**src/rtl/insn_decode_pkg.sv**
```systemverilog
package insn_decode_pkg;

  localparam int unsigned InsnW = 16;
  localparam int unsigned RegIdxW = 3;
  localparam int unsigned AluOpW = 4;

  localparam logic [2:0] CLS_ALU   = 3'b000;
  localparam logic [2:0] CLS_ADDI  = 3'b001;
  localparam logic [2:0] CLS_MOVI  = 3'b010;
  localparam logic [2:0] CLS_LOAD  = 3'b011;
  localparam logic [2:0] CLS_BCOND = 3'b100;
  localparam logic [2:0] CLS_STORE = 3'b101;
  localparam logic [2:0] CLS_BIMM  = 3'b110;
  localparam logic [2:0] CLS_MISC  = 3'b111;

  localparam logic [2:0] SUB_BREG = 3'b000;
  localparam logic [2:0] SUB_LC   = 3'b100;
  localparam logic [2:0] SUB_SC   = 3'b101;
  localparam logic [2:0] SUB_SH1  = 3'b110;
  localparam logic [2:0] SUB_SH4  = 3'b111;

  localparam logic [AluOpW-1:0] ALU_ADD = 4'b0100;
  localparam logic [AluOpW-1:0] ALU_MHI = 4'b1111;
  localparam logic [1:0] ALU_SHIFT_HI = 2'b10;

  localparam logic [RegIdxW-1:0] LINK_REG = 3'd7;

  typedef enum logic [2:0] {
    IMM_SI7, IMM_SI10, IMM_SI9, IMM_SI12, IMM_U6, IMM_SHAMT
  } immFmt_e;

  typedef enum logic [1:0] {
    X_REG = 2'd0, X_PC = 2'd1, X_ZERO = 2'd2
  } xSrc_e;

  typedef struct packed {
    immFmt_e             immFmt;
    logic                bSelLow;
    logic                linkWr;
    logic                writeEn;
    logic                memRd;
    logic                memWr;
    logic [AluOpW-1:0]   aluOp;
    xSrc_e               xSrc;
    logic                yIsImm;
  } decCtrl_t;

endpackage

```
**src/rtl/insn_decode_ctrl.sv**
```systemverilog
module insn_decode_ctrl
  import insn_decode_pkg::*;
(
  input  logic [InsnW-1:0] ir,
  output decCtrl_t         ctrl
);

  logic unusedIr;
  assign unusedIr = ^ir[8:4];

  always_comb begin
    ctrl         = '0;
    ctrl.immFmt  = IMM_SI7;
    ctrl.aluOp   = ALU_ADD;
    ctrl.xSrc    = X_REG;
    ctrl.bSelLow = ir[2];
    case (ir[2:0])
      CLS_ALU: begin
        ctrl.writeEn = 1'b1;
        ctrl.aluOp   = ir[15:12];
      end
      CLS_ADDI: begin
        ctrl.writeEn = 1'b1;
        ctrl.yIsImm  = 1'b1;
      end
      CLS_MOVI: begin
        ctrl.writeEn = 1'b1;
        ctrl.yIsImm  = 1'b1;
        ctrl.xSrc    = X_ZERO;
        ctrl.immFmt  = IMM_SI10;
      end
      CLS_LOAD: begin
        ctrl.writeEn = 1'b1;
        ctrl.memRd   = 1'b1;
        ctrl.yIsImm  = 1'b1;
      end
      CLS_BCOND: begin
        ctrl.xSrc   = X_PC;
        ctrl.yIsImm = 1'b1;
        ctrl.immFmt = IMM_SI9;
      end
      CLS_STORE: begin
        ctrl.memWr  = 1'b1;
        ctrl.yIsImm = 1'b1;
      end
      CLS_BIMM: begin
        ctrl.linkWr  = ir[3];
        ctrl.writeEn = ir[3];
        ctrl.xSrc    = X_PC;
        ctrl.yIsImm  = 1'b1;
        ctrl.immFmt  = IMM_SI12;
      end
      default: begin
        if (ir[15]) begin
          ctrl.writeEn = 1'b1;
          ctrl.aluOp   = ALU_MHI;
          ctrl.yIsImm  = 1'b1;
        end else begin
          case (ir[11:9])
            SUB_BREG: begin
              ctrl.linkWr  = ir[3];
              ctrl.writeEn = ir[3];
            end
            SUB_LC: begin
              ctrl.writeEn = 1'b1;
              ctrl.yIsImm  = 1'b1;
              ctrl.immFmt  = IMM_U6;
            end
            SUB_SC: begin
              ctrl.yIsImm = 1'b1;
              ctrl.immFmt = IMM_U6;
            end
            SUB_SH1, SUB_SH4: begin
              ctrl.writeEn = 1'b1;
              ctrl.aluOp   = {ALU_SHIFT_HI, ir[13:12]};
              ctrl.yIsImm  = 1'b1;
              ctrl.immFmt  = IMM_SHAMT;
            end
            default: ;
          endcase
        end
      end
    endcase


    mem_excl_chk: assert (!(ctrl.memRd && ctrl.memWr))
      else $error("both memory strobes active");

    store_no_write_chk: assert (!ctrl.memWr || !ctrl.writeEn)
      else $error("store asserts register write");

    link_we_chk: assert (!ctrl.linkWr || ctrl.writeEn)
      else $error("link without write enable");
  end

endmodule

```
**src/rtl/insn_decode_fields.sv**
```systemverilog
module insn_decode_fields
  import insn_decode_pkg::*;
(
  input  logic [InsnW-1:0]   ir,
  input  decCtrl_t           ctrl,
  output logic [RegIdxW-1:0] aSel,
  output logic [RegIdxW-1:0] bSel,
  output logic [RegIdxW-1:0] wSel,
  output logic [InsnW-1:0]   imm
);

  logic unusedBits;
  assign unusedBits = ^{ir[2:0], ctrl.writeEn, ctrl.memRd, ctrl.memWr,
                        ctrl.aluOp, ctrl.xSrc, ctrl.yIsImm};

  always_comb begin
    aSel = ir[8:6];
    bSel = ctrl.bSelLow ? ir[5:3] : ir[11:9];
    wSel = ctrl.linkWr ? LINK_REG : ir[5:3];
    case (ctrl.immFmt)
      IMM_SI10:  imm = {{7{ir[15]}}, ir[14:6]};
      IMM_SI9:   imm = {{8{ir[15]}}, ir[13:6]};
      IMM_SI12:  imm = {{5{ir[15]}}, ir[5:4], ir[14:6]};
      IMM_U6:    imm = {10'b0, ir[14:12], ir[8:6]};
      IMM_SHAMT: imm = ir[9] ? 16'd4 : 16'd1;
      default:   imm = {{10{ir[15]}}, ir[14:9]};
    endcase


    imm_sign_chk: assert (ctrl.immFmt == IMM_U6 || ctrl.immFmt == IMM_SHAMT
                          || imm[15] == ir[15])
      else $error("signed immediate lost its sign");

    u6_upper_zero_chk: assert (ctrl.immFmt != IMM_U6 || imm[15:6] == '0)
      else $error("unsigned immediate has high bits");

    link_dest_chk: assert (!ctrl.linkWr || wSel == LINK_REG)
      else $error("link does not target register 7");
  end

endmodule

```
**src/rtl/insn_decode.sv**
```systemverilog
module insn_decode
  import insn_decode_pkg::*;
(
  input  logic [15:0] ir,
  output logic [2:0]  aSel,
  output logic [2:0]  bSel,
  output logic [2:0]  wSel,
  output logic        wrEn,
  output logic        memRd,
  output logic        memWr,
  output logic [15:0] imm,
  output logic [3:0]  aluOp,
  output logic [1:0]  xSrc,
  output logic        yIsImm
);

  decCtrl_t ctrl;

  insn_decode_ctrl uCtrl (
    .ir   (ir),
    .ctrl (ctrl)
  );

  insn_decode_fields uFields (
    .ir   (ir),
    .ctrl (ctrl),
    .aSel (aSel),
    .bSel (bSel),
    .wSel (wSel),
    .imm  (imm)
  );

  assign wrEn   = ctrl.writeEn;
  assign memRd  = ctrl.memRd;
  assign memWr  = ctrl.memWr;
  assign aluOp  = ctrl.aluOp;
  assign xSrc   = ctrl.xSrc;
  assign yIsImm = ctrl.yIsImm;

endmodule

```
**config.mk**
```make
export PLATFORM = sky130hd
export DESIGN_NAME = insn_decode
export DESIGN_NICKNAME = d
export VERILOG_FILES = /design/src/rtl/insn_decode_pkg.sv /design/src/rtl/insn_decode_ctrl.sv /design/src/rtl/insn_decode_fields.sv /design/src/rtl/insn_decode.sv
export SDC_FILE = /design/constraint.sdc
export NUM_CORES = 1
export LEC_CHECK = 0
export ABC_AREA = 1
export BUFFER_PORTS_ARGS = -buffer_cell sky130_fd_sc_hd__buf_2
export CAP_MARGIN = 10
export CORE_MARGIN = 5
export CORE_UTILIZATION = 37
export DETAILED_ROUTE_END_ITERATION = 16
export PLACE_DENSITY = 0.95
export SKIP_LAST_GASP = 1
export SYNTH_ARGS = -nofsm -noshare
export SYNTH_HDL_FRONTEND = slang
export SYNTH_SLANG_ARGS = --single-unit
```
**constraint.sdc**
```tcl
create_clock -name vclk -period 1.9
set_input_delay 0.57 -clock vclk [all_inputs]
set_output_delay 0.57 -clock vclk [all_outputs]
set_load 0.01 [all_outputs]
```
==> results.txt <==
The run finished, with violations left. The final reports fail on negative setup slack. The global-route congestion overflow total is 0. The worst setup path is launched from an input pin. The max capacitance violation total came out at 0. The design has 0 sequential cells. The count of synthesis-stage warnings from yosys is 0. The final setup violation count is 16. The die outline width came out at 46.2 um. The post-DP HPWL is 1650 um.

The via count of the first global-routing pass came out at 805. The highest clock frequency the design can meet is slightly below 500 MHz. The slowest library cell on the worst path is sky130_fd_sc_hd__nor2_2.

The portion of total power attributed to sequential cells is 0. Setup repair after global routing could not meet its margin everywhere. In the post-route analysis, the smallest setup slack over all paths is -115 ps. Data on the critical path is required at its endpoint by around 1300 ps. After the last flow step, the layout net total stands at 176. The number of antenna diodes is 0. The number of endpoints with negative hold slack in the final report is 0. Synthesis produced 99 cells. The switching share of power came out at 0.547. The minimum clock period is 2020 ps.

At the pin with the least slew margin, the transition time is about 290 ps. The total power density per cell area came out at 257 nW/um^2. The post-synth net total came out at 115.

The first-pass detailed-route iteration total came out at 4. STA classifies the critical path endpoint as an output port. The count of buffers added on input and output ports is 51. For this configuration, the core starts out at a cell density of 0.382. The depth of the critical timing path with buffers and inverters included came out at 8. The count of nets left with antenna violations after detail routing came out at 0. The area of the mapped netlist is 484 sq um. The layout cell share with drive strength beyond 1 came out at 0.646.

The number of buffers and inverters on the critical path came out at 2. After detailed routing, the met3 layer carries 214 um of wire. The area of the placeable core is 1270 sq um. The initial antenna violation count is 0. After layout, the clock buffer instance count stands at 0. The share of the Yosys chip area taken by registers is 0. The first global-routing pass estimated roughly 3300 um of wire. Tracing the worst setup path back leads to its startpoint at ir[11]. The number of top-level pins came out at 51.

In this run, distinct cell masters in the synthesized netlist total 18. By area the synthesized netlist is led by sky130_fd_sc_hd__nand2_1 23%, sky130_fd_sc_hd__o21ai_0 12%, sky130_fd_sc_hd__buf_4 11%. The synthesized area divided by synthesized cell count is 4.89 sq um.

The worst-case headroom to the max-slew limit is 0.808. The top cell type's share of synthesized area came out at 0.233. The count of cells in the finished layout, fillers not included, comes to about 170. The routed layout has 885 vias.

The routed length on met1 is about 850 um. The top cell type by total area after synthesis is sky130_fd_sc_hd__nand2_1. The placed instance count is 170. The highest layer touched by signal routing is met4. The part of the power in combinational logic came out at 1.000.

The largest fanout on the critical path came out at 5. The largest net degree at the start of global routing is 9. The floorplan die height is 46.2 um. The number of inserted filler cells in the final layout is 101. The worst setup path is of the in2out kind. In the post-synthesis netlist, the cell with the most instances is sky130_fd_sc_hd__nand2_1. For this design the total switching power over the nets is 0.138 mW. Sorting the synthesized cells by how often they occur yields 30 x sky130_fd_sc_hd__nand2_1, 14 x sky130_fd_sc_hd__inv_1, 12 x sky130_fd_sc_hd__o21ai_0. The area of the die came out at about 2100 sq um. The critical path arrival came out at 1450 ps. The detailed-routed wire length on met2 came out at 1110 um.

The number of cell rows came out at 13. The internal power came out at 0.114 mW. After detailed routing, the total wire length is 2280 um. The worst ir drop on vdd is 0.128 mV.

The share of total power dissipated in the clock network is 0. The layout overhead on the synthesized area came out at 102%. The end point of the critical path is imm[2]. The leakage power came out at 0.588 nW.

The via density per instance is 5.12. The routed wire length per instance is 13.2 um. Traced cell by cell, the critical path runs through buf_2 > nand2_1 > nor2_2 > nand2_4 > nand2_2 > nand3_2 > nand2_1 > buf_2. The max-slew violation total from the final report came out at 0.

Across every metal layer, demand over resource in global routing totals 0.200. The final critical-path share of the clock period is 1.06. The global placer's final weighted congestion is approximately 0.91. The worst hold path belongs to the class in2out. The register area is 0 sq um. Grouping stages by cell kind, the critical path spends the most delay in simple AND/OR/NAND/NOR gates. The total chip power came out at 0.252 mW. The worst stage delay on the critical path is 190 ps. The first routing iteration left 23 violations. The number of DRC violations after detailed routing is 0.
metal layers:
metal | global-route usage | vias up
met5 | 0 | -
met1 | 0.230 | 384
met2 | 0.341 | 57
met4 | 0.142 | 0
li1 | - | 436
met3 | 0.0156 | 8
per-stage QoR:
step	hold slack (ps)	utilization	TNS, ps	setup slack [ps]	area, sq um
global route	1350	0.772	-2130	-180	980
finish	1350	0.772	-1150	-115	980
CTS	1350	0.684	-405	-60.8	868
global placement	1340	0.634	-1050	-100	805
detailed placement	1340	0.634	-1790	-146	805
floorplan	1180	-	0	14.5	489
worst min path at each step:
stage	startpoint	endpoint	slack, ps	depth (start not counted)
finish	ir[8]	aSel[2]	1350	2
global route	ir[8]	aSel[2]	1350	2
CTS	ir[8]	aSel[2]	1350	2
detailed placement	ir[8]	aSel[2]	1340	2
global placement	ir[7]	aSel[1]	1340	2
floorplan	ir[0]	xSrc[0]	1180	1
cells in the final DEF, fill, tap and decap left out:
cell                       instances
sky130_fd_sc_hd__o21ai_1           4
sky130_fd_sc_hd__buf_8             2
sky130_fd_sc_hd__nand3_4           1
sky130_fd_sc_hd__nor2_2            2
sky130_fd_sc_hd__inv_2             6
sky130_fd_sc_hd__nand2_2           9
sky130_fd_sc_hd__clkbuf_4          1
sky130_fd_sc_hd__inv_8             1
sky130_fd_sc_hd__nor3_1            1
sky130_fd_sc_hd__inv_1             8
sky130_fd_sc_hd__nand3_1           2
sky130_fd_sc_hd__buf_4            16
sky130_fd_sc_hd__inv_4             1
sky130_fd_sc_hd__o21ai_0           8
sky130_fd_sc_hd__buf_12            1
sky130_fd_sc_hd__nand3_2           4
sky130_fd_sc_hd__o221ai_1          2
sky130_fd_sc_hd__buf_2            46
sky130_fd_sc_hd__nand2_4           3
sky130_fd_sc_hd__o21a_1            2
sky130_fd_sc_hd__nor2_4            3
sky130_fd_sc_hd__nand2_1          18
sky130_fd_sc_hd__nor2_1            6
sky130_fd_sc_hd__a21oi_2           3
sky130_fd_sc_hd__nand4_1           5
sky130_fd_sc_hd__buf_6             3
cells by family after synthesis:
kind of cell / Yosys count / share of synthesized area
buffers and inverters: 26 / 0.282
AOI/OAI and AO/OA: 19 / 0.222
and+or+nand+nor: 54 / 0.496
final cells by class:
class	count	area (sq um)	area share
well taps	15	18.8	0.0192
repair buffers	69	442	0.451
inverters	16	70.1	0.0715
multi-input cells	73	449	0.458
timing repair:
| action | in CTS | in global routing |
|---|---|---|
| pin swaps | 6 | 15 |
| endpoints found under the setup margin | 17 | 19 |
| resized for setup | 17 | 37 |
| hold endpoints to repair | 0 | 0 |
| hold buffers | 0 | 0 |
| setup buffers | 2 | 1 |
power groups by stage:
stage | Combinational [mW] | Clock (mW) | Sequential [mW]
floorplan | 0.111 | 0 | 0
detailed placement | 0.205 | 0 | 0
global placement | 0.200 | 0 | 0
CTS | 0.220 | 0 | 0
global route | 0.273 | 0 | 0
finish | 0.252 | 0 | 0
No activity file was read; power rests on OpenSTA's default activity.
